$ cat src/rtl/vd_pkg.sv
package vd_pkg;
    localparam int RATE_W = 2;
    localparam int TAP_W  = 3;
    localparam int CNT_W  = (1 << RATE_W) - 1;

    typedef struct packed {
        logic [RATE_W-1:0] rate;
        logic [TAP_W-1:0]  tap;
    } vd_cfg_t;

    function automatic logic [CNT_W-1:0] last_count(input logic [RATE_W-1:0] r);
        last_count = CNT_W'((1 << r) - 1);
    endfunction
endpackage

$ cat src/rtl/vd_rate_div.sv
module vd_rate_div
    import vd_pkg::*;
(
    input  logic              clk,
    input  logic              rst,
    input  logic [RATE_W-1:0] rate,
    output logic              tick
);
    logic [CNT_W-1:0] cnt;
    logic [CNT_W-1:0] limit;

    assign limit = last_count(rate);
    assign tick  = (cnt == limit);

    always_ff @(posedge clk) begin
        if (rst)       cnt <= '0;
        else if (tick) cnt <= '0;
        else           cnt <= cnt + 1'b1;
    end


    cnt_range_chk: assert property (@(posedge clk) disable iff (rst)
        cnt <= limit);
endmodule

$ cat src/rtl/vd_cfg.sv
module vd_cfg
    import vd_pkg::*;
(
    input  logic    clk,
    input  logic    rst,
    input  logic    tick,
    input  vd_cfg_t cfg_in,
    output vd_cfg_t cfg_q,
    output logic    reload
);
    assign reload = tick && (cfg_in != cfg_q);

    always_ff @(posedge clk) begin
        if (rst)         cfg_q <= '0;
        else if (reload) cfg_q <= cfg_in;
    end


    tap_hold_chk: assert property (@(posedge clk) disable iff (rst)
        !tick |=> $stable(cfg_q.tap));
endmodule

$ cat src/rtl/vd_sd_accum.sv
module vd_sd_accum #(
    parameter int INT_W  = 8,
    parameter int FRAC_W = 8
) (
    input  logic                    clk,
    input  logic                    rst,
    input  logic                    step,
    input  logic                    clear,
    input  logic [INT_W+FRAC_W-1:0] word_in,
    output logic [INT_W:0]          int_out,
    output logic                    dither_q
);
    logic [FRAC_W-1:0] acc;
    logic [FRAC_W-1:0] frac;
    logic [INT_W-1:0]  ipart;
    logic [FRAC_W:0]   sum;

    assign frac  = word_in[FRAC_W-1:0];
    assign ipart = word_in[INT_W+FRAC_W-1:FRAC_W];
    assign sum   = {1'b0, acc} + {1'b0, frac};

    always_ff @(posedge clk) begin
        if (rst) begin
            acc      <= '0;
            dither_q <= 1'b0;
            int_out  <= '0;
        end else if (clear) begin
            acc      <= '0;
            dither_q <= 1'b0;
            int_out  <= {1'b0, ipart};
        end else if (step) begin
            acc      <= sum[FRAC_W-1:0];
            dither_q <= sum[FRAC_W];
            int_out  <= {1'b0, ipart} + {{INT_W{1'b0}}, sum[FRAC_W]};
        end
    end


    zero_frac_chk: assert property (@(posedge clk) disable iff (rst)
        (step && !clear && frac == '0) |=> !dither_q);


    clear_state_chk: assert property (@(posedge clk) disable iff (rst)
        clear |=> (acc == '0 && !dither_q));
endmodule

$ cat src/rtl/varactor_dither.sv
module varactor_dither
    import vd_pkg::*;
#(
    parameter int INT_W  = 8,
    parameter int FRAC_W = 8
) (
    input  logic                    clk,
    input  logic                    rst,
    input  logic [INT_W+FRAC_W-1:0] tune_word,
    input  logic [RATE_W-1:0]       rate_sel,
    input  logic [TAP_W-1:0]        delay_sel,
    output logic [INT_W:0]          int_tune,
    output logic                    dither_bit,
    output logic [TAP_W-1:0]        tap_idx
);
    vd_cfg_t cfg_in;
    vd_cfg_t cfg_q;
    logic    tick;
    logic    reload;

    assign cfg_in.rate = rate_sel;
    assign cfg_in.tap  = delay_sel;
    assign tap_idx     = cfg_q.tap;

    vd_rate_div u_div (
        .clk  (clk),
        .rst  (rst),
        .rate (cfg_q.rate),
        .tick (tick)
    );

    vd_cfg u_cfg (
        .clk    (clk),
        .rst    (rst),
        .tick   (tick),
        .cfg_in (cfg_in),
        .cfg_q  (cfg_q),
        .reload (reload)
    );

    vd_sd_accum #(.INT_W(INT_W), .FRAC_W(FRAC_W)) u_acc (
        .clk      (clk),
        .rst      (rst),
        .step     (tick),
        .clear    (reload),
        .word_in  (tune_word),
        .int_out  (int_tune),
        .dither_q (dither_bit)
    );


    out_hold_chk: assert property (@(posedge clk) disable iff (rst)
        !tick |=> ($stable(int_tune) && $stable(dither_bit)));
endmodule

$ cat config.mk
export PLATFORM = sky130hd
export DESIGN_NAME = varactor_dither
export DESIGN_NICKNAME = d
export VERILOG_FILES = /design/src/rtl/vd_pkg.sv /design/src/rtl/vd_rate_div.sv /design/src/rtl/vd_cfg.sv /design/src/rtl/vd_sd_accum.sv /design/src/rtl/varactor_dither.sv
export SDC_FILE = /design/constraint.sdc
export NUM_CORES = 1
export LEC_CHECK = 0
export CORE_MARGIN = 2
export CORE_UTILIZATION = 44
export CTS_BUF_LIST = sky130_fd_sc_hd__clkbuf_8
export DETAILED_ROUTE_END_ITERATION = 16
export GPL_TIMING_DRIVEN = 0
export PLACE_DENSITY = 0.83
export RECOVER_POWER = 25
export SLEW_MARGIN = 20
export SYNTH_ARGS = -nofsm -noshare
export SYNTH_HDL_FRONTEND = slang
export SYNTH_SLANG_ARGS = --single-unit
$ cat constraint.sdc
create_clock -name clk -period 7.45 [get_ports clk]
set_input_delay 1.49 -clock clk [delete_from_list [all_inputs] [get_ports clk]]
set_output_delay 1.49 -clock clk [all_outputs]
set_load 0.1 [all_outputs]
==> run_summary.xml, run 1 <==
<?xml version="1.0" encoding="UTF-8"?>
<metrics>
  <group name="yosys">
    <metric name="synth_area_leader_cell" unit="">sky130_fd_sc_hd__dfxtp_1</metric>
    <metric name="synth_cells" unit="">190</metric>
    <metric name="netlist_area" unit="um2">1640</metric>
    <metric name="synth_async_sr_flop_share" unit="%">0</metric>
    <metric name="synth-seq-cells" unit="">26</metric>
    <metric name="synth_sequential_area_ratio" unit="%">31.8</metric>
    <metric name="synth_cell_type_count" unit="">43</metric>
    <metric name="synth-edff-count" unit="">0</metric>
    <metric name="synth_top_cell_area_share" unit="%">31.8</metric>
    <metric name="synth_top_flop_cell" unit="">sky130_fd_sc_hd__dfxtp_1</metric>
    <metric name="synthesis.nets" unit="">225</metric>
    <metric name="synth.top_cells.by_area" unit="">sky130_fd_sc_hd__dfxtp_1 (32%), sky130_fd_sc_hd__ha_1 (8.4%), sky130_fd_sc_hd__nand2_1 (6.0%), sky130_fd_sc_hd__a21oi_1 (5.2%), sky130_fd_sc_hd__xnor2_1 (4.8%)</metric>
    <metric name="yosysWarnings" unit="">0</metric>
    <metric name="syn_avg_cell_area" unit="um2">8.61</metric>
  </group>
  <group name="floorplan">
    <metric name="core_region_area" unit="um2">3610</metric>
    <metric name="design.die.area" unit="um2">4220</metric>
    <metric name="dieWidth" unit="um">65.0</metric>
    <metric name="floorplan.io_pins" unit="">36</metric>
    <metric name="floorplan.initialDensity" unit="%">45.4</metric>
    <metric name="vertical_extent_of_the_die" unit="um">65.0</metric>
    <metric name="row_count" unit="">22</metric>
  </group>
  <group name="timing">
    <metric name="fin_worst_skew" unit="ns">0.00420</metric>
    <metric name="worst_slack" unit="ns">3.33</metric>
    <metric name="unrepaired_setup_endpoints_after_global_routing" unit="">false</metric>
    <metric name="hold_viol" unit="">0</metric>
    <metric name="slew_viol_final" unit="">0</metric>
    <metric name="final_worst_path_cycle_share" unit="%">55.3</metric>
    <metric name="final.setup.tns" unit="ns">0</metric>
    <metric name="report.final.setup_viol" unit="">0</metric>
    <metric name="worst_hold_margin" unit="ns">0.460</metric>
    <metric name="tightest_slew" unit="ns">0.969</metric>
    <metric name="clock.fmax" unit="MHz">243</metric>
    <metric name="slew_headroom" unit="%">35.2</metric>
    <metric name="finalCriticalPeriod" unit="ns">4.12</metric>
  </group>
  <group name="setup_path">
    <metric name="critPathRequiredTime" unit="ns">7.64</metric>
    <metric name="timing.critical_path.arrival" unit="ns">4.31</metric>
    <metric name="crit-reg2reg-capture" unit="">u_acc.int_out[6]$_SDFFE_PP0P_</metric>
    <metric name="cpMostUsedCell" unit="">sky130_fd_sc_hd__ha_1</metric>
    <metric name="crit_path_cell_trace" unit="">clkdlybuf4s50_1 &gt; ha_1 &gt; fa_1 &gt; a211oi_1 &gt; nor2_1 &gt; o21a_1 &gt; ha_1 &gt; ha_1 &gt; nand3_1 &gt; nor4_2 &gt; xnor2_1 &gt; a211oi_2</metric>
    <metric name="critical_path_peak_fanout" unit="">3</metric>
    <metric name="r2r_cells" unit="">11</metric>
    <metric name="worst_path_max_delay_cell" unit="">sky130_fd_sc_hd__fa_1</metric>
    <metric name="critical_path.endpoint_type" unit="">register</metric>
    <metric name="timing.reg2reg.setup_slack" unit="ns">4.66</metric>
    <metric name="worstSetupStartpoint" unit="">tune_word[0]</metric>
    <metric name="path_class" unit="">input port to register</metric>
    <metric name="r2r_start" unit="">u_acc.acc[0]$_SDFFE_PP0P_</metric>
    <metric name="worst_path_largest_cell_delay" unit="ns">0.43</metric>
    <metric name="worst_setup_path_start_kind" unit="">input port</metric>
  </group>
  <group name="hold_path">
    <metric name="worst_hold_path_type" unit="">register to register</metric>
    <metric name="whs_path_cells" unit="">2</metric>
    <metric name="hold_start" unit="">u_acc.acc[5]$_SDFFE_PP0P_</metric>
    <metric name="endpoint_worst_hold" unit="">u_acc.acc[5]$_SDFFE_PP0P_</metric>
  </group>
  <group name="grt">
    <metric name="remaining_global_route_overflow" unit="">0</metric>
    <metric name="antenna_violations_before_repair" unit="">0</metric>
    <metric name="grt_first_pass_wirelength" unit="mm">5.68</metric>
    <metric name="groute.usage.overall" unit="%">16.8</metric>
    <metric name="number_of_global_route_vias_before_repair" unit="">1323</metric>
    <metric name="grt_max_degree" unit="">15</metric>
  </group>
  <group name="cts">
    <metric name="tritoncts" unit="">done</metric>
    <metric name="h-tree-depth" unit="">1</metric>
    <metric name="tritoncts.num_buffers" unit="">3</metric>
    <metric name="postCtsSetupBuffers" unit="">0</metric>
    <metric name="cts.sink_count" unit="">26</metric>
    <metric name="clock_latency" unit="ns">0.27</metric>
    <metric name="cts.root.buffer_cell" unit="">sky130_fd_sc_hd__clkbuf_8</metric>
    <metric name="cts.hold.buffers_added" unit="">0</metric>
    <metric name="clock_transition_at_the_register_clock_pins_on_the_worst_setup_and_hold_paths_after_cts" unit="ns">0.09</metric>
    <metric name="cts_max_path_buffers" unit="">2</metric>
    <metric name="postCtsResizedCells" unit="">0</metric>
  </group>
  <group name="cells_and_area">
    <metric name="postLayoutCoreUtil" unit="%">57.8</metric>
    <metric name="drive_above_1_share" unit="%">11.0</metric>
    <metric name="num-nets-final" unit="">264</metric>
    <metric name="fin_area" unit="um2">2080</metric>
    <metric name="areaGrowthSynthToFinish" unit="%">27.4</metric>
    <metric name="mostFrequentLayoutCell" unit="">sky130_fd_sc_hd__clkdlybuf4s50_1</metric>
    <metric name="layout.cells.most_common_list" unit="">sky130_fd_sc_hd__clkdlybuf4s50_1 (34), sky130_fd_sc_hd__nand2_1 (26), sky130_fd_sc_hd__dfxtp_1 (26), sky130_fd_sc_hd__a21oi_1 (17), sky130_fd_sc_hd__nor2_1 (12)</metric>
    <metric name="number_of_inserted_diodes" unit="">0</metric>
    <metric name="stdcell_count" unit="">276</metric>
  </group>
  <group name="drt">
    <metric name="drt_drc_violations_left" unit="">0</metric>
    <metric name="wl_per_cell" unit="um">12.5</metric>
    <metric name="route.antenna.remaining_nets" unit="">0</metric>
    <metric name="drt_iter0_markers" unit="">83</metric>
    <metric name="drt_first_pass_iters" unit="">4</metric>
    <metric name="post_drt_via_cell_ratio" unit="">5.38</metric>
    <metric name="wirelength" unit="mm">3.45</metric>
    <metric name="total_via_count_in_the_routed_design" unit="">1486</metric>
  </group>
  <group name="status">
    <metric name="outcome" unit="">finished, final reports clean</metric>
  </group>
  <group name="power">
    <metric name="total_power" unit="mW">0.773</metric>
    <metric name="pleak" unit="nW">0.752</metric>
    <metric name="peakVddDrop" unit="uV">249</metric>
    <metric name="pwr_density_cell" unit="nW/um2">371</metric>
  </group>
  <group name="placement">
    <metric name="io_buffer_count" unit="">34</metric>
    <metric name="globalplace.congestion" unit="">0.841</metric>
    <metric name="dp.cells" unit="">272</metric>
    <metric name="place_area" unit="um2">2040</metric>
    <metric name="pre_cts_ws" unit="ns">3.09</metric>
    <metric name="place_hpwl" unit="mm">2.62</metric>
  </group>
  <group name="job">
    <metric name="max-cap-violations" unit="">0</metric>
  </group>
</metrics>
==> logic make-up (layout without fill, tap and decap cells) <==
logic type / after synthesis / count (layout) / share of synthesized area [%]
AOI/OAI and AO/OA: 49 / 49 / 20.6
buffers and inverters: 17 / 55 / 5.43
DFF: 26 / 26 / 31.8
adders and majority gates: 12 / 12 / 9.64
xor gates and xnor gates: 14 / 14 / 8.88
muxes: 1 / 1 / 0.612
and+or+nand+nor: 71 / 71 / 23.0
==> report_power, final <==
group | switching, mW | internal, mW
clock | 0.0424 | 0.0472
sequential | 0.0277 | 0.173
combinational | 0.338 | 0.145
==> metal layers <==
metal	track usage (%)	routed length [um]
met5	0	0
met4	2.39	16
met3	3.47	180
met2	27.6	1580
met1	23.1	1670
==> critical path: cells and delay by family <==
family | cells | cell delay [ns]
AOI/OAI and AO/OA | 3 | 0.85
and+or+nand+nor | 3 | 0.32
xor gates and xnor gates | 1 | 0.15
buffers and inverters | 1 | 0.40
adders and majority gates | 4 | 1.11
==> flip-flops by register name, indices dropped and copies added, names as in the netlist <==
register,count
u_cfg.cfg_q,5
u_acc.dither_q,1
u_acc.acc,8
u_div.cnt,3
u_acc.int_out,9
==> cell type report <==
cell class | instances | area, um2
buffer | 11 | 66.3
clock buffer | 4 | 55.1
timing repair buffer | 34 | 340
multi-input combinational | 147 | 1020
inverter | 6 | 22.5
tap | 48 | 60.1
fill | 337 | 1520
sequential | 26 | 520
==> cell usage after synthesis, types with 2 or more instances <==
| master | number |
|---|---|
| sky130_fd_sc_hd__and3_1 | 2 |
| sky130_fd_sc_hd__nor2_1 | 12 |
| sky130_fd_sc_hd__dfxtp_1 | 26 |
| sky130_fd_sc_hd__a211oi_2 | 3 |
| sky130_fd_sc_hd__o2111ai_1 | 2 |
| sky130_fd_sc_hd__nor3b_1 | 3 |
| sky130_fd_sc_hd__xor2_1 | 2 |
| sky130_fd_sc_hd__clkbuf_1 | 2 |
| sky130_fd_sc_hd__nand3_1 | 6 |
| sky130_fd_sc_hd__o21ai_0 | 5 |
| sky130_fd_sc_hd__o211ai_1 | 6 |
| sky130_fd_sc_hd__o41ai_1 | 2 |
| sky130_fd_sc_hd__nor3_1 | 7 |
| sky130_fd_sc_hd__nand2b_1 | 2 |
| sky130_fd_sc_hd__buf_4 | 6 |
| sky130_fd_sc_hd__a21oi_1 | 17 |
| sky130_fd_sc_hd__nand4_1 | 2 |
| sky130_fd_sc_hd__buf_2 | 2 |
| sky130_fd_sc_hd__a211oi_1 | 6 |
| sky130_fd_sc_hd__xnor2_1 | 9 |
| sky130_fd_sc_hd__nor4_2 | 3 |
| sky130_fd_sc_hd__xnor2_2 | 3 |
| sky130_fd_sc_hd__inv_1 | 6 |
| sky130_fd_sc_hd__ha_1 | 11 |
| sky130_fd_sc_hd__nand2_1 | 26 |
| sky130_fd_sc_hd__nand2_2 | 2 |
==> worst max-delay path by stage <==
stage	cells past startpoint	slack, ns	endpoint
floorplan	11	3.74	u_acc.int_out[6]$_SDFFE_PP0P_
CTS	12	3.35	u_acc.int_out[6]$_SDFFE_PP0P_
global placement	12	3.09	u_acc.int_out[6]$_SDFFE_PP0P_
global route	12	3.14	u_acc.int_out[4]$_SDFFE_PP0P_
detailed placement	12	3.09	u_acc.int_out[6]$_SDFFE_PP0P_
finish	12	3.33	u_acc.int_out[6]$_SDFFE_PP0P_
Power figures use the tool's default switching activity.
==> run 2, diff against run 1 <==
--- a/config.mk
+++ b/config.mk
@@ -10,7 +10,7 @@
 export CTS_BUF_LIST = sky130_fd_sc_hd__clkbuf_8
 export DETAILED_ROUTE_END_ITERATION = 16
 export GPL_TIMING_DRIVEN = 0
-export PLACE_DENSITY = 0.83
+export PLACE_DENSITY = 0.86
 export RECOVER_POWER = 25
 export SLEW_MARGIN = 20
 export SYNTH_ARGS = -nofsm -noshare
==> constraint.sdc (replaced) <==
create_clock -name clk -period 3.5 [get_ports clk]
set_input_delay 0.7 -clock clk [delete_from_list [all_inputs] [get_ports clk]]
set_output_delay 0.7 -clock clk [all_outputs]
set_load 0.1 [all_outputs]
==> run_summary.xml, run 2 (same netlist as run 1, synthesis figures left out) <==
<?xml version="1.0" encoding="UTF-8"?>
<metrics>
  <group name="drt">
    <metric name="route.antenna.remaining_nets" unit="">0</metric>
    <metric name="drt_iter0_markers" unit="">89</metric>
    <metric name="total_via_count_in_the_routed_design" unit="">1541</metric>
    <metric name="drt_drc_violations_left" unit="">0</metric>
    <metric name="drt_first_pass_iters" unit="">4</metric>
    <metric name="post_drt_via_cell_ratio" unit="">5.58</metric>
    <metric name="wirelength" unit="mm">3.68</metric>
    <metric name="wl_per_cell" unit="um">13.3</metric>
  </group>
  <group name="grt">
    <metric name="grt_max_degree" unit="">16</metric>
    <metric name="antenna_violations_before_repair" unit="">0</metric>
    <metric name="number_of_global_route_vias_before_repair" unit="">1413</metric>
    <metric name="remaining_global_route_overflow" unit="">0</metric>
    <metric name="grt_first_pass_wirelength" unit="mm">6.04</metric>
    <metric name="groute.usage.overall" unit="%">18.3</metric>
  </group>
  <group name="job">
    <metric name="max-cap-violations" unit="">0</metric>
  </group>
  <group name="power">
    <metric name="combPwrFrac" unit="%">60.1</metric>
    <metric name="seq_power_share" unit="%">25.2</metric>
    <metric name="pwr_density_cell" unit="nW/um2">812</metric>
    <metric name="netSwitchingFraction" unit="%">51.6</metric>
    <metric name="clkPwrFrac" unit="%">14.7</metric>
    <metric name="peakVddDrop" unit="uV">517</metric>
    <metric name="p_switching" unit="mW">0.882</metric>
    <metric name="pleak" unit="nW">0.759</metric>
    <metric name="p_int" unit="mW">0.826</metric>
  </group>
  <group name="timing">
    <metric name="report.final.setup_viol" unit="">0</metric>
    <metric name="slew_headroom" unit="%">34.3</metric>
    <metric name="final_worst_path_cycle_share" unit="%">95.1</metric>
    <metric name="fin_worst_skew" unit="ns">0.00636</metric>
    <metric name="tightest_slew" unit="ns">0.983</metric>
    <metric name="final.setup.tns" unit="ns">0</metric>
    <metric name="finalCriticalPeriod" unit="ns">3.33</metric>
    <metric name="slew_viol_final" unit="">0</metric>
    <metric name="worst_slack" unit="ns">0.172</metric>
    <metric name="clock.fmax" unit="MHz">300</metric>
    <metric name="unrepaired_setup_endpoints_after_global_routing" unit="">false</metric>
    <metric name="hold_viol" unit="">0</metric>
  </group>
  <group name="floorplan">
    <metric name="vertical_extent_of_the_die" unit="um">65.0</metric>
    <metric name="floorplan.io_pins" unit="">36</metric>
    <metric name="design.die.area" unit="um2">4220</metric>
    <metric name="row_count" unit="">22</metric>
    <metric name="floorplan.initialDensity" unit="%">45.4</metric>
    <metric name="core_region_area" unit="um2">3610</metric>
    <metric name="dieWidth" unit="um">65.0</metric>
  </group>
  <group name="cells_and_area">
    <metric name="drive_above_1_share" unit="%">10.1</metric>
    <metric name="areaGrowthSynthToFinish" unit="%">28.5</metric>
    <metric name="mostFrequentLayoutCell" unit="">sky130_fd_sc_hd__clkdlybuf4s50_1</metric>
    <metric name="number_of_inserted_diodes" unit="">0</metric>
    <metric name="layout.cells.most_common_list" unit="">sky130_fd_sc_hd__clkdlybuf4s50_1 (34), sky130_fd_sc_hd__nand2_1 (27), sky130_fd_sc_hd__dfxtp_1 (26), sky130_fd_sc_hd__a21oi_1 (17), sky130_fd_sc_hd__nor2_1 (12)</metric>
    <metric name="largestRegisters" unit="">u_acc.int_out (9), u_acc.acc (8), u_cfg.cfg_q (5)</metric>
    <metric name="largest_reg_flops" unit="">9</metric>
    <metric name="largest_register" unit="">u_acc.int_out</metric>
    <metric name="num-nets-final" unit="">264</metric>
  </group>
  <group name="setup_path">
    <metric name="worst_path_largest_cell_delay" unit="ns">0.44</metric>
    <metric name="critical_path.endpoint_type" unit="">register</metric>
    <metric name="critical-path-top-delay-family" unit="">adder cells</metric>
    <metric name="timing.reg2reg.setup_slack" unit="ns">0.71</metric>
    <metric name="timing.critical_path.arrival" unit="ns">3.53</metric>
    <metric name="crit_path_cell_trace" unit="">clkdlybuf4s50_1 &gt; ha_1 &gt; fa_1 &gt; a211oi_1 &gt; nor2_1 &gt; o21a_1 &gt; ha_1 &gt; ha_1 &gt; nand3_1 &gt; nor4_2 &gt; xnor2_1 &gt; a211oi_2</metric>
    <metric name="critPathRequiredTime" unit="ns">3.70</metric>
    <metric name="crit-reg2reg-capture" unit="">u_acc.int_out[6]$_SDFFE_PP0P_</metric>
    <metric name="worst_path_max_delay_cell" unit="">sky130_fd_sc_hd__fa_1</metric>
    <metric name="worst_setup_path_start_kind" unit="">input port</metric>
    <metric name="r2r_start" unit="">u_acc.acc[0]$_SDFFE_PP0P_</metric>
    <metric name="worstSetupStartpoint" unit="">tune_word[0]</metric>
    <metric name="crit_path_end" unit="">u_acc.int_out[6]$_SDFFE_PP0P_</metric>
    <metric name="path_class" unit="">input port to register</metric>
    <metric name="critical_path_peak_fanout" unit="">3</metric>
    <metric name="r2r_cells" unit="">11</metric>
    <metric name="crit_buf_inv" unit="">1</metric>
    <metric name="cpMostUsedCell" unit="">sky130_fd_sc_hd__ha_1</metric>
    <metric name="crit_cells" unit="">12</metric>
  </group>
  <group name="cts">
    <metric name="cts.hold.buffers_added" unit="">0</metric>
    <metric name="tritoncts.num_buffers" unit="">3</metric>
    <metric name="cts.sink_count" unit="">26</metric>
    <metric name="clock_latency" unit="ns">0.28</metric>
    <metric name="postCtsSetupBuffers" unit="">0</metric>
    <metric name="clock_transition_at_the_register_clock_pins_on_the_worst_setup_and_hold_paths_after_cts" unit="ns">0.09</metric>
    <metric name="tritoncts" unit="">done</metric>
    <metric name="cts.root.buffer_cell" unit="">sky130_fd_sc_hd__clkbuf_8</metric>
    <metric name="postCtsResizedCells" unit="">0</metric>
    <metric name="cts_max_path_buffers" unit="">2</metric>
    <metric name="h-tree-depth" unit="">1</metric>
  </group>
  <group name="placement">
    <metric name="io_buffer_count" unit="">34</metric>
    <metric name="place_hpwl" unit="mm">2.79</metric>
    <metric name="globalplace.congestion" unit="">0.885</metric>
    <metric name="pre_cts_ws" unit="ns">-0.0706</metric>
  </group>
  <group name="status">
    <metric name="outcome" unit="">finished, final reports clean</metric>
  </group>
  <group name="hold_path">
    <metric name="worst_hold_path_type" unit="">register to register</metric>
  </group>
</metrics>
[run 2: cell count changes in the layout (fill, tap and decap cells not counted), sizes merged]
| cell | previous run | this run |
|---|---|---|
| buf | 8 | 7 |
| bufinv | 0 | 1 |
[run 2: power groups by stage]
| stage | combinational, mW | clock, mW | sequential, mW |
|---|---|---|---|
| global placement | 1.02 | 0 | 0.434 |
| global route | 1.08 | 0.271 | 0.440 |
| detailed placement | 1.04 | 0 | 0.437 |
| finish | 1.03 | 0.250 | 0.431 |
| CTS | 1.04 | 0.256 | 0.431 |
| floorplan | 0.547 | 0 | 0.684 |
[run 2: final cells by class]
| cell class | instances | area, um2 |
|---|---|---|
| buffer | 11 | 63.8 |
| sequential | 26 | 520 |
| multi-input combinational | 147 | 1020 |
| clock buffer | 3 | 41.3 |
| timing repair buffer | 34 | 340 |
| inverter | 6 | 22.5 |
| tap | 48 | 60.1 |
| fill | 335 | 1500 |
| clock inverter | 1 | 30.0 |
[run 2: tightest hold or removal path, stage by stage, from the launching register on]
cell and delay (ns):
sky130_fd_sc_hd__dfxtp_1 0.32, sky130_fd_sc_hd__nand2_1 0.06, sky130_fd_sc_hd__a21oi_1 0.05
[run 2: how the worst min path moves through the flow]
stage / depth (start not counted) / start / slack [ns] / to
5_1_grt: 2 / u_acc.acc[3]$_SDFFE_PP0P_ / 0.49 / u_acc.acc[3]$_SDFFE_PP0P_
3_3_place_gp: 2 / u_acc.acc[0]$_SDFFE_PP0P_ / 0.44 / u_acc.acc[0]$_SDFFE_PP0P_
3_5_place_dp: 2 / u_acc.acc[6]$_SDFFE_PP0P_ / 0.45 / u_acc.acc[6]$_SDFFE_PP0P_
2_1_floorplan: 2 / u_acc.acc[0]$_SDFFE_PP0P_ / 0.44 / u_acc.acc[0]$_SDFFE_PP0P_
6_report: 2 / u_acc.int_out[8]$_SDFFE_PP0P_ / 0.47 / u_acc.int_out[8]$_SDFFE_PP0P_
4_1_cts: 2 / u_acc.acc[6]$_SDFFE_PP0P_ / 0.47 / u_acc.acc[6]$_SDFFE_PP0P_
[run 2: per-stage QoR]
| step | instances | instance area, um2 | total power, mW | hold slack, ns | util [%] |
|---|---|---|---|---|---|
| after detailed placement | 272 | 2040 | 1.47 | 0.452 | 56.5 |
| after global routing | 276 | 2100 | 1.79 | 0.489 | 58.3 |
| after CTS | 276 | 2110 | 1.73 | 0.466 | 58.4 |
| after global placement | 272 | 2040 | 1.46 | 0.444 | 56.5 |
| after floorplan | 190 | 1640 | 1.23 | 0.436 | - |
| final | 276 | 2100 | 1.71 | 0.466 | 58.3 |
[run 2: per-layer routing]
layer  GRT usage (%)  vias to the layer above  part of all wire (%)
met5               0                        -                     0
met3            3.30                        9                   5.2
li1                -                      767                     -
met4            9.04                        0                   2.3
met2            30.4                       39                    49
met1            22.7                      726                    44
==> run 3, diff against run 2 <==
--- a/config.mk
+++ b/config.mk
@@ -12,7 +12,7 @@
 export GPL_TIMING_DRIVEN = 0
 export PLACE_DENSITY = 0.86
 export RECOVER_POWER = 25
-export SLEW_MARGIN = 20
+export SLEW_MARGIN = 0
 export SYNTH_ARGS = -nofsm -noshare
 export SYNTH_HDL_FRONTEND = slang
 export SYNTH_SLANG_ARGS = --single-unit
==> results of run 3 <==
The final DEF is identical to that of run 2; final timing and power are the same.
